$ cat config.mk
export PLATFORM = sky130hd
export DESIGN_NAME = period_timer
export DESIGN_NICKNAME = d
export VERILOG_FILES = /design/src/rtl/tmr_pkg.sv /design/src/rtl/tmr_prescaler.sv /design/src/rtl/tmr_counter.sv /design/src/rtl/tmr_postscaler.sv /design/src/rtl/period_timer.sv
export SDC_FILE = /design/constraint.sdc
export NUM_CORES = 1
export LEC_CHECK = 0
export BUFFER_PORTS_ARGS = -buffer_cell sky130_fd_sc_hd__buf_2
export CAP_MARGIN = 20
export CELL_PAD_IN_SITES_DETAIL_PLACEMENT = 1
export CELL_PAD_IN_SITES_GLOBAL_PLACEMENT = 1
export CORE_UTILIZATION = 45
export CTS_BUF_LIST = sky130_fd_sc_hd__clkbuf_8
export DETAILED_ROUTE_END_ITERATION = 16
export GPL_TIMING_DRIVEN = 0
export PLACE_DENSITY = 0.82
export SYNTH_ARGS = -nofsm -noshare
export SYNTH_HDL_FRONTEND = slang
export SYNTH_SLANG_ARGS = --single-unit
$ cat constraint.sdc
create_clock -name clk -period 3.2 [get_ports clk]
set_input_delay 0.48 -clock clk [delete_from_list [all_inputs] [get_ports clk]]
set_output_delay 0.48 -clock clk [all_outputs]
set_load 0.05 [all_outputs]
$ cat src/rtl/tmr_pkg.sv
// Shared definitions for the period-match timer.
// Assumes a 2-bit register select on the bus.
package tmr_pkg;

    typedef enum logic [1:0] {
        SEL_COUNT  = 2'd0,
        SEL_PERIOD = 2'd1,
        SEL_CTRL   = 2'd2,
        SEL_FLAG   = 2'd3
    } reg_sel_e;

    // Map the 2-bit prescale code to its divide ratio; codes 10 and 11 share 1:16.
    function automatic int unsigned presc_ratio(input logic [1:0] code);
        case (code)
            2'b00:   return 1;
            2'b01:   return 4;
            default: return 16;
        endcase
    endfunction

endpackage

$ cat src/rtl/tmr_prescaler.sv
// Combined divide-by-QUARTER and selectable prescaler.
// Emits a single-cycle advance tick every QUARTER*ratio clocks while run is high.
// Assumes restart comes only from bus writes; a restart suppresses the tick in its own cycle.
module tmr_prescaler #(
    parameter int QUARTER   = 4,
    parameter int MAX_RATIO = 16
) (
    input  logic       clk,
    input  logic       rst_n,
    input  logic       run,
    input  logic       restart,
    input  logic [1:0] sel,
    output logic       tick
);
    import tmr_pkg::*;

    localparam int LIMIT_MAX = QUARTER * MAX_RATIO;
    localparam int DIV_W     = $clog2(LIMIT_MAX);

    logic [DIV_W-1:0] div_q;
    logic [DIV_W-1:0] last_q;

    // Terminal value of the divider for the selected ratio.
    always_comb begin
        last_q = DIV_W'(QUARTER * presc_ratio(sel) - 1);
    end

    // Tick fires on the terminal value, never in a restart cycle.
    always_comb begin
        tick = run && !restart && (div_q == last_q);
    end

    // Divider state: cleared by reset or restart, frozen while disabled.
    always_ff @(posedge clk) begin
        if (!rst_n || restart) begin
            div_q <= '0;
        end else if (run) begin
            if (div_q == last_q) div_q <= '0;
            else                 div_q <= div_q + 1'b1;
        end
    end

endmodule

$ cat src/rtl/tmr_counter.sv
// Period-match up-counter.
// It advances on tick and wraps to zero on the tick after count equals period.
// A load has priority over the tick; the caller guarantees that tick is low during a load.
module tmr_counter #(
    parameter int CNT_W = 8
) (
    input  logic             clk,
    input  logic             rst_n,
    input  logic             load,
    input  logic [CNT_W-1:0] load_val,
    input  logic             tick,
    input  logic [CNT_W-1:0] period,
    output logic [CNT_W-1:0] count,
    output logic             match
);

    // A match is an advance taken while the count equals the period.
    always_comb begin
        match = tick && !load && (count == period);
    end

    // Count register: load, wrap on match, or natural increment (FFh rolls to 00h).
    always_ff @(posedge clk) begin
        if (!rst_n) begin
            count <= '0;
        end else if (load) begin
            count <= load_val;
        end else if (tick) begin
            if (count == period) count <= '0;
            else                 count <= count + 1'b1;
        end
    end

endmodule

$ cat src/rtl/tmr_postscaler.sv
// Match-event postscaler.
// Fires on every (ratio_m1+1)-th match since the last restart.
// Assumes no match arrives in a restart cycle.
module tmr_postscaler #(
    parameter int PS_W = 4
) (
    input  logic            clk,
    input  logic            rst_n,
    input  logic            restart,
    input  logic            match,
    input  logic [PS_W-1:0] ratio_m1,
    output logic            fire
);

    logic [PS_W-1:0] ev_q;

    // Fire when the event that completes the ratio arrives.
    always_comb begin
        fire = match && !restart && (ev_q == ratio_m1);
    end

    // Event counter: cleared by reset, restart or fire.
    always_ff @(posedge clk) begin
        if (!rst_n || restart) begin
            ev_q <= '0;
        end else if (match) begin
            if (ev_q == ratio_m1) ev_q <= '0;
            else                  ev_q <= ev_q + 1'b1;
        end
    end

endmodule

$ cat src/rtl/period_timer.sv
// Top of the period-match timer.
// It holds the period, control and flag registers, decodes bus writes and muxes reads.
// Assumes a single-cycle write per bus_wr pulse; reads are combinational.
// Control layout: [1:0] prescale code, [2] enable, [3+PS_W-1:3] postscale ratio minus one.
module period_timer #(
    parameter int CNT_W   = 8,
    parameter int QUARTER = 4,
    parameter int PS_W    = 4
) (
    input  logic             clk,
    input  logic             rst_n,
    input  logic             bus_wr,
    input  logic [1:0]       bus_addr,
    input  logic [CNT_W-1:0] bus_wdata,
    output logic [CNT_W-1:0] bus_rdata,
    output logic             baud_strobe,
    output logic             irq_flag
);
    import tmr_pkg::*;

    localparam int CTRL_W = 3 + PS_W;
    localparam int EN_BIT = 2;
    localparam int PS_LO  = 3;
    localparam int PS_HI  = PS_LO + PS_W - 1;

    logic [CNT_W-1:0]  period_q;
    logic [CTRL_W-1:0] ctrl_q;
    logic              flag_q;
    logic              strobe_q;
    logic [CNT_W-1:0]  count;
    logic              wr_count, wr_period, wr_ctrl, wr_flag;
    logic              restart, tick, match, fire, clr_req;

    // Write decode per register.
    always_comb begin
        wr_count  = bus_wr && (reg_sel_e'(bus_addr) == SEL_COUNT);
        wr_period = bus_wr && (reg_sel_e'(bus_addr) == SEL_PERIOD);
        wr_ctrl   = bus_wr && (reg_sel_e'(bus_addr) == SEL_CTRL);
        wr_flag   = bus_wr && (reg_sel_e'(bus_addr) == SEL_FLAG);
        restart   = wr_count || wr_ctrl;
        clr_req   = wr_flag && bus_wdata[0];
    end

    tmr_prescaler #(.QUARTER(QUARTER), .MAX_RATIO(16)) u_pre (
        .clk     (clk),
        .rst_n   (rst_n),
        .run     (ctrl_q[EN_BIT]),
        .restart (restart),
        .sel     (ctrl_q[1:0]),
        .tick    (tick)
    );

    tmr_counter #(.CNT_W(CNT_W)) u_cnt (
        .clk      (clk),
        .rst_n    (rst_n),
        .load     (wr_count),
        .load_val (bus_wdata),
        .tick     (tick),
        .period   (period_q),
        .count    (count),
        .match    (match)
    );

    tmr_postscaler #(.PS_W(PS_W)) u_post (
        .clk      (clk),
        .rst_n    (rst_n),
        .restart  (restart),
        .match    (match),
        .ratio_m1 (ctrl_q[PS_HI:PS_LO]),
        .fire     (fire)
    );

    // Period and control registers with their reset defaults.
    always_ff @(posedge clk) begin
        if (!rst_n) begin
            period_q <= '1;
            ctrl_q   <= '0;
        end else begin
            if (wr_period) period_q <= bus_wdata;
            if (wr_ctrl)   ctrl_q   <= bus_wdata[CTRL_W-1:0];
        end
    end

    // Sticky flag (set beats clear) and the registered match strobe.
    always_ff @(posedge clk) begin
        if (!rst_n) begin
            flag_q   <= 1'b0;
            strobe_q <= 1'b0;
        end else begin
            strobe_q <= match;
            if (fire)         flag_q <= 1'b1;
            else if (clr_req) flag_q <= 1'b0;
        end
    end

    // Read mux; unused upper bits read as zero.
    always_comb begin
        case (reg_sel_e'(bus_addr))
            SEL_COUNT:  bus_rdata = count;
            SEL_PERIOD: bus_rdata = period_q;
            SEL_CTRL:   bus_rdata = CNT_W'(ctrl_q);
            default:    bus_rdata = CNT_W'(flag_q);
        endcase
    end

    assign baud_strobe = strobe_q;
    assign irq_flag    = flag_q;

endmodule

Word level (Yosys, flattened, before mapping)
Cells that the tools add are included.
- word-level logic and storage cells: 47
- output and inout port bits: 10
- memories kept: 0
- bits in writable memories: 0
- input bits: 13
- latch bits: 0
- bits in read-only memories: 0
- bits in registers: 35
- divide/modulo/power cells: 0
- equality and inequality tests: 7
- magnitude comparators: 0
- shift-type cells: 0
- multiply operators: 0
- bitwise gates (word level): 0
- mux-type cells: 9
- reduce and logical (&&, ||, !) cells: 20
- $add $sub $neg: 4
- operators by type and width (operator ; number):
    $mux 8 ; 3
    $pmux 8 s3 ; 1
    $logic_and 1x1->1 ; 11
    $add 8x1->8 const B ; 1
    $eq 8x8->1 ; 1
    $add 6x1->6 const B ; 1
    $eq 6x6->1 ; 1
    $mux 6 ; 1
    $pmux 3 s2 ; 1
    $sub 6x1->6 const B ; 1
    $add 4x1->4 const B ; 1
    $eq 2x1->1 const B ; 2
    $eq 2x2->1 const B ; 2
    $eq 4x4->1 ; 1
    $logic_not 2->1 ; 2
    $mux 4 ; 1
    $reduce_bool 2->1 ; 2
    $logic_not 1->1 ; 3
    $logic_or 1x1->1 ; 2
    $mux 1 ; 2

Depth between registers and ports, before layout
Gate-level depths: netlist of run 1.
- depth after elaboration: 11
- mapped depth: 8
- mapped depth without buffers: 7

Hierarchy
A second synthesis of run 1 with hierarchy kept.
- cells, all modules: 217
- area total of the unflattened synthesis: 2018.2 µm²
- by module, submodules not included (module ; cells an instance ; sequential area each (µm²) ; times used ; area each (µm²)):
    period_timer ; 95 ; 340.3 ; 1 ; 899.6
    tmr_counter ; 62 ; 160.2 ; 1 ; 546.8
    tmr_prescaler ; 35 ; 120.1 ; 1 ; 321.6
    tmr_postscaler ; 25 ; 80.1 ; 1 ; 250.2

Least setup slack after synthesis of run 1
Ideal clock, no wire load.
- path type: input -> output
- start point: in bus_addr[0]
- end point: out bus_rdata[1]
- stages on the path: 3
- required time: 2.720 ns
- arrival time: 2.103 ns
- path buffers: 1
- slack: 0.617 ns
- path through: clkbuf_1 -> mux2i_1 -> o21ai_0
- cells in the longest elaborated chain, start to end: 2
- elaborated cells on any way between the ends: 4
- classes of those cells: eq/ne (2); mux (1); reduce/logical (1)
- RTL lines (item ; RTL line ; source):
    from (decl) ; period_timer.sv:13 ; input logic [1:0] bus_addr,
    $eq 2x2->1, or another cell as far along ; period_timer.sv:98 ; case (reg_sel_e'(bus_addr))
    $pmux 8 s3 (*) ; period_timer.sv:98 ;
    to (decl) ; period_timer.sv:15 ; output logic [CNT_W-1:0] bus_rdata,
Mark *: on every way between the ends. The rest lies on a longest branch, timed or not.

Final worst setup path of run 1
- start point: reg ctrl_q[0]
- end point: reg u_post.ev_q[3]
- cells in the longest elaborated chain, start to end: 7
- elaborated cells on any way between the ends: 8
- classes of those cells: add/sub (1); eq/ne (2); mux (1); reduce/logical (4)
- RTL lines (item ; RTL line ; source):
    from (decl) ; period_timer.sv:27 ; logic [CTRL_W-1:0] ctrl_q;
    from (signal assigned) ; period_timer.sv:80 ; if (wr_ctrl) ctrl_q <= bus_wdata[CTRL_W-1:0];
    $eq 2x1->1 or $logic_not 2->1 (tied branches) ; tmr_pkg.sv:14 ; case (code)
    $pmux 3 s2 (*) ; tmr_pkg.sv:14 ;
    $sub 6x1->6 (*) ; tmr_prescaler.sv:25 ; last_q = DIV_W'(QUARTER * presc_ratio(sel) - 1);
    $eq 6x6->1 (*) ; tmr_prescaler.sv:30 ; tick = run && !restart && (div_q == last_q);
    $logic_and 1x1->1 (*) ; tmr_prescaler.sv:30 ;
    $logic_and 1x1->1 (*) (2 in a row) ; tmr_counter.sv:19 ; match = tick && !load && (count == period);
    to (signal assigned) ; tmr_postscaler.sv:28 ; else ev_q <= ev_q + 1'b1;
    to (decl) ; tmr_postscaler.sv:15 ; logic [PS_W-1:0] ev_q;
Marked as above.
A chain may end at the register's enable or synchronous reset.

==> results of run 1 <==
[per-layer routing]
layer / global-route usage [%] / up-vias / wire [µm]
li1: - / 904 / -
met1: 32.8 / 900 / 2470
met2: 40.4 / 30 / 2580
met3: 5.33 / 7 / 200
met4: 9.38 / 0 / 84
met5: 0 / - / 0
[report_power, final]
group,switching (mW),internal (mW)
Combinational,0.0945,0.0489
Clock,0.162,0.146
Sequential,0.0147,0.448
Total,0.271,0.644
[registers in the layout, summed over array words and instances, names as in the netlist]
| register | count |
|---|---|
| period_q | 8 |
| irq_flag | 1 |
| u_pre.div_q | 6 |
| u_post.ev_q | 4 |
| baud_strobe | 1 |
| u_cnt.count | 8 |
| ctrl_q | 7 |
[placed cells by master, fill, tap and decap left out, types with 4 or more instances in the layout]
master	instances
a21oi_1	12
a31oi_1	5
buf_2	21
clkbuf_1	14
clkbuf_8	5
dfxtp_1	35
ha_1	4
inv_1	5
mux2i_1	10
nand2_1	41
nand3_1	25
nand4_1	5
nor2_1	17
o21ai_0	11
or2_2	5
or3_1	5
xnor2_1	12
xor2_1	11
[cell families after synthesis]
logic type / after synthesis / share of synthesized area [%]
buf+inv: 18 / 3.79
fa+ha+maj: 4 / 2.53
simple gates: 113 / 28.3
mux: 11 / 6.39
xor+xnor: 23 / 10.2
flops: 35 / 35.4
compound gates: 39 / 13.4
[worst paths after layout]
path	from	to	slack, ns	cells after the start
worst max-delay path	ctrl_q[0]	u_post.ev_q[3]	0.68	8
worst max register to register	ctrl_q[0]	u_post.ev_q[3]	0.68	8
worst min register to register	period_q[6]	period_q[6]	0.50	2
worst min-delay path	bus_wdata[7]	period_q[7]	0.43	3
[cells in the mapped netlist, drive strengths merged (3+ instances only)]
library cell / n / area (µm²)
nor2: 17 / 63.8
xnor2: 12 / 105
o21ai: 11 / 55.1
clkbuf: 14 / 52.6
nand2: 42 / 160
xor2: 11 / 96.3
ha: 4 / 50.1
or3: 5 / 31.3
nand3: 25 / 125
mux2i: 10 / 100
nand4: 5 / 31.3
or2: 5 / 31.3
a21oi: 12 / 60.1
a31oi: 5 / 31.3
dfxtp: 35 / 701
inv: 3 / 11.3
[metrics by stage]
step / setup WS (ns) / cell area (µm²) / util (%)
2_1_floorplan: 0.617 / 1980 / -
3_3_place_gp: 0.737 / 2150 / 52.1
3_5_place_dp: 0.711 / 2150 / 52.1
4_1_cts: 0.688 / 2230 / 54.1
5_1_grt: 0.583 / 2230 / 54.1
6_report: 0.684 / 2230 / 54.1
[critical path, stage by stage, from the launching register on]
cell	delay, ns
dfxtp_1	0.36
or2_2	0.30
ha_1	0.31
xnor2_1	0.16
a2111oi_4	0.52
and4bb_1	0.32
buf_6	0.15
nand2b_4	0.06
o41ai_2	0.24
[layout make-up]
| cell class | count | area (µm²) | share of cell area, % |
|---|---|---|---|
| plain buffers | 15 | 63.8 | 2.87 |
| clock inverters | 3 | 12.5 | 0.562 |
| inverters | 3 | 11.3 | 0.506 |
| repair buffers | 21 | 105 | 4.72 |
| flip-flops and latches | 35 | 701 | 31.5 |
| well taps | 50 | 62.6 | 2.81 |
| clock buffers | 5 | 68.8 | 3.09 |
| multi-input cells | 190 | 1200 | 54.0 |
==> metrics.md, run 1 <==
| Metric | Value |
|---|---|
| Status | `finished clean` |
| Peak VDD IR | `0.272 mV` |
| Initial Util | `48.1%` |
| Area grow syn2layout | `12.6%` |
| Async SR Flop Fraction | `0%` |
| Number of synthesis warnings | `0` |
| Grt ovf | `0` |
| Share of cells above drive strength 1 | `15.4%` |
| Routed Antenna Nets | `0` |
| Hold Path Class | `input pin to flip-flop` |
| Pre-antenna DRT Iters | `4` |
| EDFF count, synth | `0` |
| Die Y-Extent | `68.3 µm` |
| Clk_lat worst skew | `0.29 ns` |
| Worst Tran Pin Value | `0.909 ns` |
| WL final | `5.33 mm` |
| Cell variety after synth | `40` |
| GP Congestion | `0.850` |
| 1st-iter DRT viols | `71` |
| Leakage | `0.892 nW` |
| Largest net degree at the start of global routing | `11` |
| Post_cts resized | `0` |
| PortBufs | `21` |
| RSZ-0062 raised after global routing | `false` |
| Cells after synthesis | `243` |
| Final std cells w/o fill | `322` |
| Core area | `4120 µm²` |
| H-tree Lvls | `2` |
| Clk root buf | `clkbuf_8` |
| Sequential area share after synthesis | `35.4%` |
| CTS Buf Count | `5` |
| Row count | `23` |
| Max Freq | `397 MHz` |
| Total track usage | `25.2%` |
| Clock skew after layout | `0.00615 ns` |
| Synthesized net count | `260` |
| DP Wirelength | `4.03 mm` |
| Final slew viol count | `0` |
| Routed len/inst | `16.5 µm` |
| Vias | `1841` |
| CP endpoint kind | `flip-flop` |
| Placed Instances | `314` |
| Number of setup buffers added after CTS | `0` |
| Final net count | `288` |
| Max-cap viol count | `0` |
| Worst Path Arrival | `2.72 ns` |
| Register bit total from synthesis | `35` |
| Hold Slack | `0.427 ns` |
| Initial antenna violation count | `0` |
| # diodes | `0` |
| CTS tree | `done` |
| Die width | `68.3 µm` |
| Ys flop type | `dfxtp_1` |
| Total power | `915 µW` |
| Syn Area/Cell | `8.14 µm²` |
| Crit path time final | `2.52 ns` |
| Vias per cell | `5.72` |
| Clk sinks | `35` |
| Max FO, Critical Path | `7` |
| Slew margin rel. | `38.8%` |
| Final setup vio count | `0` |
| Number of global-route vias before repair | `1760` |
| Period utilization | `78.6%` |
| DRC Markers | `0` |
| Sum Neg Setup Slack | `0 ns` |
| Clock buffer depth | `2` |
| Mapped Area | `1980 µm²` |
| FILL cells | `541` |
| Power per Cell Area | `411 nW/µm²` |
| Hold Vio Cnt, Final | `0` |
| # IOs | `23` |
| Clk slew on worst S/H paths | `0.07 ns` |
| DIE AREA | `4660 µm²` |
| Critical Path RT | `3.40 ns` |
| Hold-fix buffers, CTS | `0` |
| First-pass GRT wire length | `8.45 mm` |
| Setup CP Type | `flip-flop to flip-flop` |
| Worst setup SP type | `flip-flop` |
No activity file was read; power rests on OpenSTA's default activity.
==> run 2, diff against run 1 <==
--- a/config.mk
+++ b/config.mk
@@ -5,15 +5,16 @@
 export SDC_FILE = /design/constraint.sdc
 export NUM_CORES = 1
 export LEC_CHECK = 0
+export ABC_AREA = 1
 export BUFFER_PORTS_ARGS = -buffer_cell sky130_fd_sc_hd__buf_2
 export CAP_MARGIN = 20
 export CELL_PAD_IN_SITES_DETAIL_PLACEMENT = 1
 export CELL_PAD_IN_SITES_GLOBAL_PLACEMENT = 1
-export CORE_UTILIZATION = 45
+export CORE_UTILIZATION = 39
 export CTS_BUF_LIST = sky130_fd_sc_hd__clkbuf_8
 export DETAILED_ROUTE_END_ITERATION = 16
 export GPL_TIMING_DRIVEN = 0
-export PLACE_DENSITY = 0.82
+export PLACE_DENSITY = 0.78
 export SYNTH_ARGS = -nofsm -noshare
 export SYNTH_HDL_FRONTEND = slang
 export SYNTH_SLANG_ARGS = --single-unit
==> constraint.sdc (replaced) <==
create_clock -name clk -period 2.2 [get_ports clk]
set_input_delay 0.33 -clock clk [delete_from_list [all_inputs] [get_ports clk]]
set_output_delay 0.33 -clock clk [all_outputs]
set_load 0.05 [all_outputs]
==> run 2 against run 1 <==
Compared with the run above: sequential cell count stayed put; critical path type unchanged; synthesized cell count is 29% higher; global-route usage decreased by 2.8 points; first-iteration DRC count up 38%.
==> metrics.md, run 2 <==
| Metric | Value |
|---|---|
| Clk sinks | `35 (unchanged)` |
| Clk root buf | `clkbuf_8` |
| Peak VDD IR | `0.238 mV (-12%)` |
| Met3 WL | `160 µm (-20%)` |
| Placed Instances | `404 (+29%)` |
| RSZ-0062 raised after global routing | `false` |
| Uppermost layer routed | `met4` |
| Critical Path RT | `2.38 ns (-1.02 ns)` |
| FILL cells | `723 (+34%)` |
| Power per Cell Area | `572 nW/µm² (+39%)` |
| Max FO, Critical Path | `10 (+3)` |
| Largest net degree at the start of global routing | `11 (unchanged)` |
| DIE AREA | `5660 µm² (+21%)` |
| Grt ovf | `0 (unchanged)` |
| Worst Tran Pin Value | `0.566 ns (-0.343 ns)` |
| Row count | `26 (+13%)` |
| Met2 Wirelength | `2.83 mm (+9.9%)` |
| Cell Area, Placed | `2280 µm² (+6.4%)` |
| WL final | `5.79 mm (+8.6%)` |
| Cells after synthesis | `313 (+29%)` |
| Most common cell after layout, fill and taps aside | `nand2_1` |
| CTS tree | `done` |
| Ys flop type | `dfxtp_1` |
| Post-layout util | `46.1% (-8.1 points)` |
| Dominant cell type by area after synthesis | `dfxtp_1` |
| Clk slew on worst S/H paths | `0.08 ns (about the same)` |
| Post-route cell area | `2370 µm² (+6.3%)` |
| Critical path's slowest cell | `dfxtp_1` |
| Worst setup SP type | `flip-flop` |
| Cell variety after synth | `34 (-15%)` |
| Clock skew after layout | `0.00709 ns (+0.000937 ns)` |
| PortBufs | `21 (unchanged)` |
| Async SR Flop Fraction | `0% (unchanged)` |
| GP Congestion | `0.797 (-6.3%)` |
| Launch point of the worst reg-to-reg path | `ctrl_q[0]` |
| # diodes | `0 (unchanged)` |
| Number of global-route vias before repair | `2046 (+16%)` |
| 1st-iter DRT viols | `98 (+38%)` |
| DRC Markers | `0 (unchanged)` |
| Mapped Area | `2090 µm² (+5.7%)` |
| Clock buffer depth | `2 (unchanged)` |
| First-pass GRT wire length | `9.45 mm (+12%)` |
| Initial Util | `40.7% (-7.4 points)` |
| Pre-CTS WS | `0.164 ns (-0.547 ns)` |
| Final net count | `358 (+24%)` |
| Clk_lat worst skew | `0.29 ns (about the same)` |
| Area grow syn2layout | `13.2%` |
| Worst Setup SP | `ctrl_q[0]` |
| Syn Area/Cell | `6.68 µm² (-18%)` |
| Core area | `5140 µm² (+25%)` |
| Sum Neg Setup Slack | `0 ns (unchanged)` |
| Leakage | `1.10 nW (+23%)` |
| Final std cells w/o fill | `412 (+28%)` |
| Setup WS post-layout | `0.255 ns (-0.429 ns)` |
| Delay of the slowest critical-path stage | `0.34 ns (-0.18 ns)` |
| Routed len/inst | `14.0 µm (-15%)` |
| Hold-fix buffers, CTS | `0 (unchanged)` |
| Most frequent cells in the layout | `nand2_1 (92), nor2_1 (39), inv_1 (35), dfxtp_1 (35), nand3_1 (28)` |
| Final setup vio count | `0 (unchanged)` |
| Hold Path Class | `input pin to flip-flop` |
| Final slew viol count | `0 (unchanged)` |
| DP Wirelength | `4.57 mm (+13%)` |
| Worst Path Arrival | `2.13 ns (-0.59 ns)` |
| Critical Path Sink | `u_post.ev_q[1]` |
| Routed Antenna Nets | `0 (unchanged)` |
| Sequential area share after synthesis | `33.5% (-1.9 points)` |
| Die Y-Extent | `75.2 µm (+10%)` |
| Register bit total from synthesis | `35 (unchanged)` |
| Vias per cell | `5.07 (-11%)` |
| Vias | `2087 (+13%)` |
| Hold Slack | `0.303 ns (-0.124 ns)` |
| H-tree Lvls | `2 (unchanged)` |
| Pre-antenna DRT Iters | `4 (unchanged)` |
| Max-cap viol count | `0 (unchanged)` |
| Number of synthesis warnings | `0 (unchanged)` |
| # IOs | `23 (unchanged)` |
| CTS Buf Count | `5 (unchanged)` |
| CP endpoint kind | `flip-flop` |
| Crit-path most repeated cell | `nand2_1` |
| Setup CP Type | `flip-flop to flip-flop` |
| Yosys top cell area share | `33.5% (-1.9 points)` |
| Top cells by count, synth | `nand2_1 (92), nor2_1 (40), dfxtp_1 (35), inv_1 (33), nand3_1 (28)` |
| DRT met1 WL | `2.70 mm (+9.4%)` |
| Total track usage | `22.4% (-2.8 points)` |
| Worst Reg-to-Reg Cells | `10 (+2)` |
| Most frequent cell after synthesis | `nand2_1` |
| Period utilization | `88.4% (+9.8 points)` |
| Status | `finished clean` |
| Synthesized net count | `330 (+27%)` |
| Slew margin rel. | `62.3% (+23 points)` |
| CP cell instances | `nor2_2, inv_1, ha_1, xnor2_1, nor2_4, nand3_4, nor2_8, nand2_1, nand2_1, nor2_1` |
| FF-to-FF setup slack | `0.25 ns (-0.43 ns)` |
| Hold Vio Cnt, Final | `0 (unchanged)` |
| Max Freq | `514 MHz (+29%)` |
| Largest regs | `period_q x8, u_cnt.count x8, ctrl_q x7` |
| RR Endpoint | `u_post.ev_q[1]` |
| Area contributors post-synth | `dfxtp_1 (34%), nand2_1 (17%), nor2_1 (7.2%), nand3_1 (6.7%), inv_1 (5.9%)` |
| Number of setup buffers added after CTS | `0 (unchanged)` |
| Crit path time final | `1.95 ns (-0.571 ns)` |
| Initial antenna violation count | `0 (unchanged)` |
| Die width | `75.2 µm (+10%)` |
| Share of cells above drive strength 1 | `14.0% (-1.4 points)` |
| Total power | `1.35 mW (+48%)` |
| EDFF count, synth | `0 (unchanged)` |
run 2: cell count changes after synthesis, moves of 4 or more:
| cell | delta |
|---|---|
| inv_1 | +30 |
| inv_2 | +4 |
| o211ai_1 | +6 |
| nand2_1 | +51 |
| a31oi_1 | -5 |
| or2_2 | -4 |
| xnor2_1 | -4 |
| o21ai_0 | -7 |
| clkbuf_1 | -11 |
| nor2_1 | +23 |
| mux2i_1 | -9 |
| or3_1 | -5 |
run 2: report_power, final:
group	switching, mW	internal [mW]	total (mW)
clock	0.240	0.213	0.453
combinational	0.155	0.0678	0.223
sequential	0.0243	0.654	0.678
total	0.419	0.935	1.35
run 2: routing by layer:
layer  up-vias  track usage (%)
met1       992             26.2
li1       1054                -
met5         -                0
met4         0             7.00
met2        30             40.3
met3        11             5.22
run 2: worst min-delay path by stage:
stage                     slack (ns)         start  cells past startpoint          end
final                           0.30  bus_wdata[7]                      3  period_q[7]
after global routing            0.31  bus_wdata[7]                      3  period_q[7]
after CTS                       0.30  bus_wdata[7]                      3  period_q[7]
after detailed placement        0.49     ctrl_q[3]                      2    ctrl_q[3]
after global placement          0.48     ctrl_q[1]                      2    ctrl_q[1]
after floorplan                 0.46     ctrl_q[1]                      2    ctrl_q[1]
run 2: logic make-up after synthesis:
logic type | after synthesis | synth area share, %
AND/OR/NAND/NOR | 181 | 39.1
multiplexers | 1 | 0.479
AO/OA/AOI/OAI | 31 | 9.40
XOR/XNOR | 17 | 7.12
buffers and inverters | 44 | 8.02
adder cells (fa/ha/maj) | 4 | 2.39
flip-flops | 35 | 33.5
run 2: repair_timing:
| action | in CTS | in global routing |
|---|---|---|
| endpoints found under the setup margin | 0 | 3 |
| resized for setup | 0 | 1 |
| endpoints found under the hold margin | 0 | 0 |
run 2: critical path: cells and delay by family, from the launching register on:
family                   cells  cell delay [ns]
flip-flops                   1             0.34
AND/OR/NAND/NOR              7             0.96
buffers and inverters        1             0.07
XOR/XNOR                     1             0.16
adder cells (fa/ha/maj)      1             0.30
run 2: area by class of cell:
type | instances | area (µm²) | area share, %
flip-flops and latches | 35 | 701 | 29.6
inverters | 38 | 143 | 6.03
repair buffers | 21 | 105 | 4.44
multi-input cells | 234 | 1220 | 51.7
clock inverters | 3 | 12.5 | 0.529
plain buffers | 6 | 25.0 | 1.06
clock buffers | 5 | 68.8 | 2.91
well taps | 70 | 87.6 | 3.70
